[src/rtl/sclk_guard_pkg.sv]
// Shared definitions for the shared-clock stuck-low watchdog.
// Assumes the parameters give windows of at least one cycle.
package sclk_guard_pkg;

    // Phase of the guard: watching the line, or holding it low.
    typedef enum logic {
        GUARD_WATCH = 1'b0,
        GUARD_HOLD  = 1'b1
    } guard_phase_t;

    // Convert a window in microseconds to cycles of a clk_khz clock.
    function automatic int unsigned us_to_cycles(input int unsigned clk_khz,
                                                 input int unsigned win_us);
        longint unsigned prod;
        prod = longint'(clk_khz) * longint'(win_us);
        return int'(prod / 64'd1000);
    endfunction

endpackage

[src/rtl/sclk_line_sync.sv]
// Synchronizer chain for the asynchronous shared-clock line level.
// Assumes STAGES >= 1. The chain resets to 1, the idle level of the line.
module sclk_line_sync #(
    parameter int unsigned STAGES = 2
) (
    input  logic clk,
    input  logic rst_n,
    input  logic async_i,
    output logic sync_o
);

    logic [STAGES-1:0] chain_q;

    generate
        if (STAGES == 1) begin : g_single
            // Capture the line in a single register.
            always_ff @(posedge clk) begin
                if (!rst_n) chain_q <= 1'b1;
                else        chain_q <= async_i;
            end
        end else begin : g_multi
            // Shift the line level through the synchronizer stages.
            always_ff @(posedge clk) begin
                if (!rst_n) chain_q <= '1;
                else        chain_q <= {chain_q[STAGES-2:0], async_i};
            end
        end
    endgenerate

    assign sync_o = chain_q[STAGES-1];

endmodule

[src/rtl/sclk_low_timer.sv]
// Measures how long the synchronized line stays low.
// The expired pulse fires when the line is low at the sample after LIMIT
// counted low samples, which is "longer than the window".
// The count is held at zero while run_en is low, that is while this block drives the line.
module sclk_low_timer #(
    parameter int unsigned LIMIT = 3200
) (
    input  logic clk,
    input  logic rst_n,
    input  logic run_en,
    input  logic line_low,
    output logic expired_o
);

    localparam int unsigned CW = $clog2(LIMIT + 1);

    logic [CW-1:0] cnt_q;

    assign expired_o = run_en && line_low && (cnt_q == CW'(LIMIT));

    // Count consecutive low samples; restart on high, on expiry and when paused.
    always_ff @(posedge clk) begin
        if (!rst_n)                                   cnt_q <= '0;
        else if (!run_en || !line_low || expired_o)   cnt_q <= '0;
        else                                          cnt_q <= cnt_q + 1'b1;
    end

endmodule

[src/rtl/sclk_hold_timer.sv]
// Holds the pull-down active for exactly LEN cycles after a start pulse.
// Start pulses are ignored while a hold is running. Assumes LEN >= 1.
module sclk_hold_timer
    import sclk_guard_pkg::*;
#(
    parameter int unsigned LEN = 6000000
) (
    input  logic clk,
    input  logic rst_n,
    input  logic start_i,
    output logic active_o
);

    localparam int unsigned HW = (LEN > 1) ? $clog2(LEN) : 1;

    guard_phase_t  phase_q;
    logic [HW-1:0] left_q;

    // Move between watch and hold phases and count down the hold.
    always_ff @(posedge clk) begin
        if (!rst_n) begin
            phase_q <= GUARD_WATCH;
            left_q  <= '0;
        end else begin
            case (phase_q)
                GUARD_WATCH: begin
                    if (start_i) begin
                        phase_q <= GUARD_HOLD;
                        left_q  <= HW'(LEN - 1);
                    end
                end
                GUARD_HOLD: begin
                    if (left_q == '0) phase_q <= GUARD_WATCH;
                    else              left_q  <= left_q - 1'b1;
                end
                default: phase_q <= GUARD_WATCH;
            endcase
        end
    end

    assign active_o = (phase_q == GUARD_HOLD);

endmodule

[src/rtl/sclk_stuck_flag.sv]
// Sticky status bit. Set has priority over clear in the same cycle.
module sclk_stuck_flag (
    input  logic clk,
    input  logic rst_n,
    input  logic set_i,
    input  logic clr_i,
    output logic flag_o
);

    // Keep the flag until an explicit clear; a set in the same cycle wins.
    always_ff @(posedge clk) begin
        if (!rst_n)      flag_o <= 1'b0;
        else if (set_i)  flag_o <= 1'b1;
        else if (clr_i)  flag_o <= 1'b0;
    end

endmodule

[src/rtl/sclk_stuck_guard.sv]
// Top level of the shared-clock stuck-low watchdog.
// Synchronizes the line, measures its low time, and on a stuck condition
// drives the pull-down for a fixed hold and sets a sticky flag.
// Assumes clk runs at CLK_KHZ kHz and both windows convert to at least 1 cycle.
module sclk_stuck_guard
    import sclk_guard_pkg::*;
#(
    parameter int unsigned CLK_KHZ     = 50000,
    parameter int unsigned DETECT_US   = 64,
    parameter int unsigned HOLD_US     = 120000,
    parameter int unsigned SYNC_STAGES = 2
) (
    input  logic clk,
    input  logic rst_n,
    input  logic line_i,
    input  logic clr_i,
    output logic pull_low_o,
    output logic stuck_o
);

    localparam int unsigned DETECT_CYC = us_to_cycles(CLK_KHZ, DETECT_US);
    localparam int unsigned HOLD_CYC   = us_to_cycles(CLK_KHZ, HOLD_US);

    logic line_s;
    logic hit;
    logic holding;

    sclk_line_sync #(.STAGES(SYNC_STAGES)) u_sync (
        .clk     (clk),
        .rst_n   (rst_n),
        .async_i (line_i),
        .sync_o  (line_s)
    );

    sclk_low_timer #(.LIMIT(DETECT_CYC)) u_low (
        .clk       (clk),
        .rst_n     (rst_n),
        .run_en    (!holding),
        .line_low  (!line_s),
        .expired_o (hit)
    );

    sclk_hold_timer #(.LEN(HOLD_CYC)) u_hold (
        .clk      (clk),
        .rst_n    (rst_n),
        .start_i  (hit),
        .active_o (holding)
    );

    sclk_stuck_flag u_flag (
        .clk    (clk),
        .rst_n  (rst_n),
        .set_i  (hit),
        .clr_i  (clr_i),
        .flag_o (stuck_o)
    );

    assign pull_low_o = holding;

endmodule

[config.mk]
export PLATFORM = sky130hd
export DESIGN_NAME = sclk_stuck_guard
export DESIGN_NICKNAME = d
export VERILOG_FILES = /design/src/rtl/sclk_guard_pkg.sv /design/src/rtl/sclk_line_sync.sv /design/src/rtl/sclk_low_timer.sv /design/src/rtl/sclk_hold_timer.sv /design/src/rtl/sclk_stuck_flag.sv /design/src/rtl/sclk_stuck_guard.sv
export SDC_FILE = /design/constraint.sdc
export NUM_CORES = 1
export LEC_CHECK = 0
export BUFFER_PORTS_ARGS = -buffer_cell sky130_fd_sc_hd__buf_2
export CAP_MARGIN = 20
export CORE_MARGIN = 2
export CORE_UTILIZATION = 55
export CTS_CLUSTER_SIZE = 25
export DETAILED_ROUTE_END_ITERATION = 10
export PLACE_DENSITY_LB_ADDON = 0.25
export SETUP_SLACK_MARGIN = 0.02
export SYNTH_ARGS = -nofsm -noshare
export SYNTH_HDL_FRONTEND = slang
export SYNTH_SLANG_ARGS = --single-unit
[constraint.sdc]
create_clock -name clk -period 2.3 [get_ports clk]
set_input_delay 0.115 -clock clk [delete_from_list [all_inputs] [get_ports clk]]
set_output_delay 0.115 -clock clk [all_outputs]
set_load 0.03 [all_outputs]
==> impl_results.md <==
- Status: finished clean
- Share of cells above drive strength 1: 0.1296
- Final hold violation count: 0
- Worst relative slew slack: 0.6297
- Worst-Margin Slew: ~0.54 ns
- Share of flip-flops with an asynchronous set or reset: 0
- Port Buffers: 5
- DR WL/cell: roughly 14 um
- CTS tree: built
- Ys flop type: dfxtp_1
- Post-route ant nets: 0
- Antenna violations before repair: 0
- Rows: 20
- EDFF count, synth: 0
- CORE AREA: between 3000 and 4000 um^2
- Setup TNS: 0 ns
- Critical path class: register to register
- Hold_ws: ~0.0076 ns
- I/O pin total: 6
- Synthesized-area fraction occupied by adder cells: 0.02044
- Pin count of the biggest net entering global routing: 19
- Setup Buffers After CTS: 0
- RSZ-0062 raised after global routing: no
- Initial DRC count: approximately 120
- Xor/xnor share of the synthesized area: 0.1144
- # Max-Cap Violations: 0
- Post-synthesis sequential area ratio: 0.4251
- Chip width: about 60 um
- Fin crit share: 0.9218
- Worst-path maximum fanout: 7
- CP Data Required Time: about 2.6 ns
- Via count: around 1500
- H-tree levels: 2
- Global route overflow: 0
- Worst hold path class: input port to register
- Clock transition at path regs: approximately 0.12 ns
- Die Height: 61.79 um
- Nets: roughly 220
- Simple-gate share of the synthesized area: 0.2772
- Die area: around 3800 um^2
- Crit path capture type: register
- Number of remaining DRC errors: 0
- Delay-heaviest family, CP: simple AND/OR/NAND/NOR gates
- Syn. warnings: 0
- Largest family of logic cells by synthesized area: simple AND/OR/NAND/NOR gates
- Root Buffer: clkbuf_4
- Hpwl dp: 2.549 mm
- Gr usage total: 0.2256
- Netlist cell types: 40
- CP max stage delay: around 0.69 ns
- Clk_skew: ~0.018 ns
- Mapped Area: ~1800 um^2
- Total CTS buffers: 5
- First-pass GRT wire length: 6.244 mm
- Avg Synthesized Cell Area: between 9 and 10 um^2
- Mapped Cells: a little over 200
- RD Place Congestion: 0.8622
- Fin worst setup slack: roughly 0.18 ns
- Crit-path cells: or4_1 > nor4_4 > a21oi_1 > a211oi_1 > nor2_1
- Final Critical Period: around 2.1 ns
- WP buf/inv: 0
- CTS sink cnt: 39
- Power Density: between 500 and 600 nW/um^2
- First-pass detailed-route iteration total: 4
- Mux cell area share after synthesis: 0
- Layout area overhead: 11.04%
- Startpoint types: register
- Endpoints failing setup: 0
- Syn nets: between 200 and 250
- Post-Route WL: ~3.7 mm
- Slowest stage cell on the critical path: or4_1
- Diode count: 0
- Clk_lat worst skew: about 0.36 ns
- Leakage: around 0.66 nW
- Vias in the first global route: ~1400
- Place WS: between 0.15 and 0.2 ns
- Fmax: between 0.4 and 0.5 GHz
- WP data arrival: 2.37 ns
- #FFs+latches synth: 39
- Tot Pwr: between 1 and 1.5 mW
- Clock Path Buffers: 2
- Final Max Slew Viols: 0
- Compound-Gate Fraction of Synth Area: 0.1369
- Vias per cell: 5.696
- VDD IR max: around 0.32 mV
- Initial core utilization: 0.5919
==> worst paths after layout <==
kind,to,cells past startpoint,slack [ns],startpoint
max,u_hold.left_q[4],5,0.18,u_hold.left_q[11]
min,u_flag.flag_o,3,0.008,clr_i
max reg2reg,u_hold.left_q[4],5,0.18,u_hold.left_q[11]
min reg2reg,u_sync.chain_q[1],1,0.44,u_sync.chain_q[0]
==> Yosys cell counts, types with 4 or more instances <==
| library cell | count | area share |
|---|---|---|
| nor3_1 | 11 | 0.030 |
| inv_1 | 5 | 0.010 |
| nand4_1 | 4 | 0.014 |
| a211oi_1 | 7 | 0.029 |
| a21oi_1 | 19 | 0.052 |
| or3_1 | 6 | 0.020 |
| clkbuf_1 | 4 | 0.0082 |
| nand3_1 | 7 | 0.019 |
| nand2_1 | 7 | 0.014 |
| xor2_1 | 4 | 0.019 |
| nor2_1 | 27 | 0.055 |
| xnor2_1 | 20 | 0.095 |
| dfxtp_1 | 39 | 0.43 |
==> routing by layer <==
metal / global-route usage / up-vias / routed length, um
li1: - / 750 / -
met1: 0.2936 / 702 / 1754
met2: 0.3579 / 25 / 1753
met3: 0.05590 / 4 / 110
met4: 0.09422 / 0 / 44
met5: 0 / - / 0
==> cell usage in the layout, fill, tap and decap left out, types with 2 or more instances in the layout <==
master | synthesis | final
dfxtp_1 | 39 | 39
nor2_1 | 27 | 27
xnor2_1 | 20 | 20
a21oi_1 | 19 | 19
nor3_1 | 11 | 11
nand3_1 | 7 | 7
nand2_1 | 7 | 7
a211oi_1 | 7 | 7
or3_1 | 6 | 6
inv_1 | 5 | 5
clkbuf_4 | 0 | 5
buf_2 | 2 | 5
nand4_1 | 4 | 4
xor2_1 | 4 | 4
buf_4 | 0 | 4
o21ai_0 | 3 | 3
or4_1 | 3 | 3
nor4_1 | 3 | 3
nand2b_1 | 3 | 3
ha_1 | 3 | 3
dlygate4sd3_1 | 0 | 3
nor2b_1 | 2 | 2
and4bb_2 | 2 | 2
o31ai_1 | 2 | 2
==> power breakdown <==
group / internal (mW) / leakage (nW) / total [mW] / switching [mW]
sequential: 0.677 / 0.315 / 0.678 / 0.00106
combinational: 0.00754 / 0.293 / 0.0202 / 0.0127
clock: 0.257 / 0.0482 / 0.485 / 0.228
total: 0.942 / 0.656 / 1.18 / 0.242
==> through the flow <==
stage | area (um^2) | utilization | cells
2_1_floorplan | 1837 | - | 202
3_3_place_gp | 1922 | 0.6194 | 249
3_5_place_dp | 1922 | 0.6194 | 249
4_1_cts | 2038 | 0.6569 | 260
5_1_grt | 2039 | 0.6573 | 260
6_report | 2039 | 0.6573 | 260
==> cell type report <==
class	count	area (um^2)
Fill cell	288	1064
Timing Repair Buffer	12	85.08
Tap cell	44	55.05
Inverter	6	22.52
Clock buffer	6	51.30
Multi-Input combinational cell	151	1010
Sequential cell	39	780.7
Clock inverter	2	35.03
==> cells by family after synthesis <==
| group | Yosys count |
|---|---|
| simple gates | 87 |
| flops | 39 |
| compound gates | 37 |
| xor+xnor | 24 |
| buf+inv | 12 |
| fa+ha+maj | 3 |
==> state kept, by name, indices dropped and copies added (netlist names) <==
name             count
u_hold.left_q       23
u_hold.active_o      1
u_flag.flag_o        1
u_low.cnt_q         12
u_sync.chain_q       2
==> what timing repair did <==
item,4_1_cts,5_1_grt
setup endpoints to repair,0,1
hold buffers,3,0
resized for setup,0,1
hold endpoints to repair,2,0
==> tightest hold or removal path, stage by stage <==
cell and delay (ns):
buf_2 0.07, nand2b_1 0.08, a21oi_1 0.06
No activity file was read; power rests on OpenSTA's default activity.
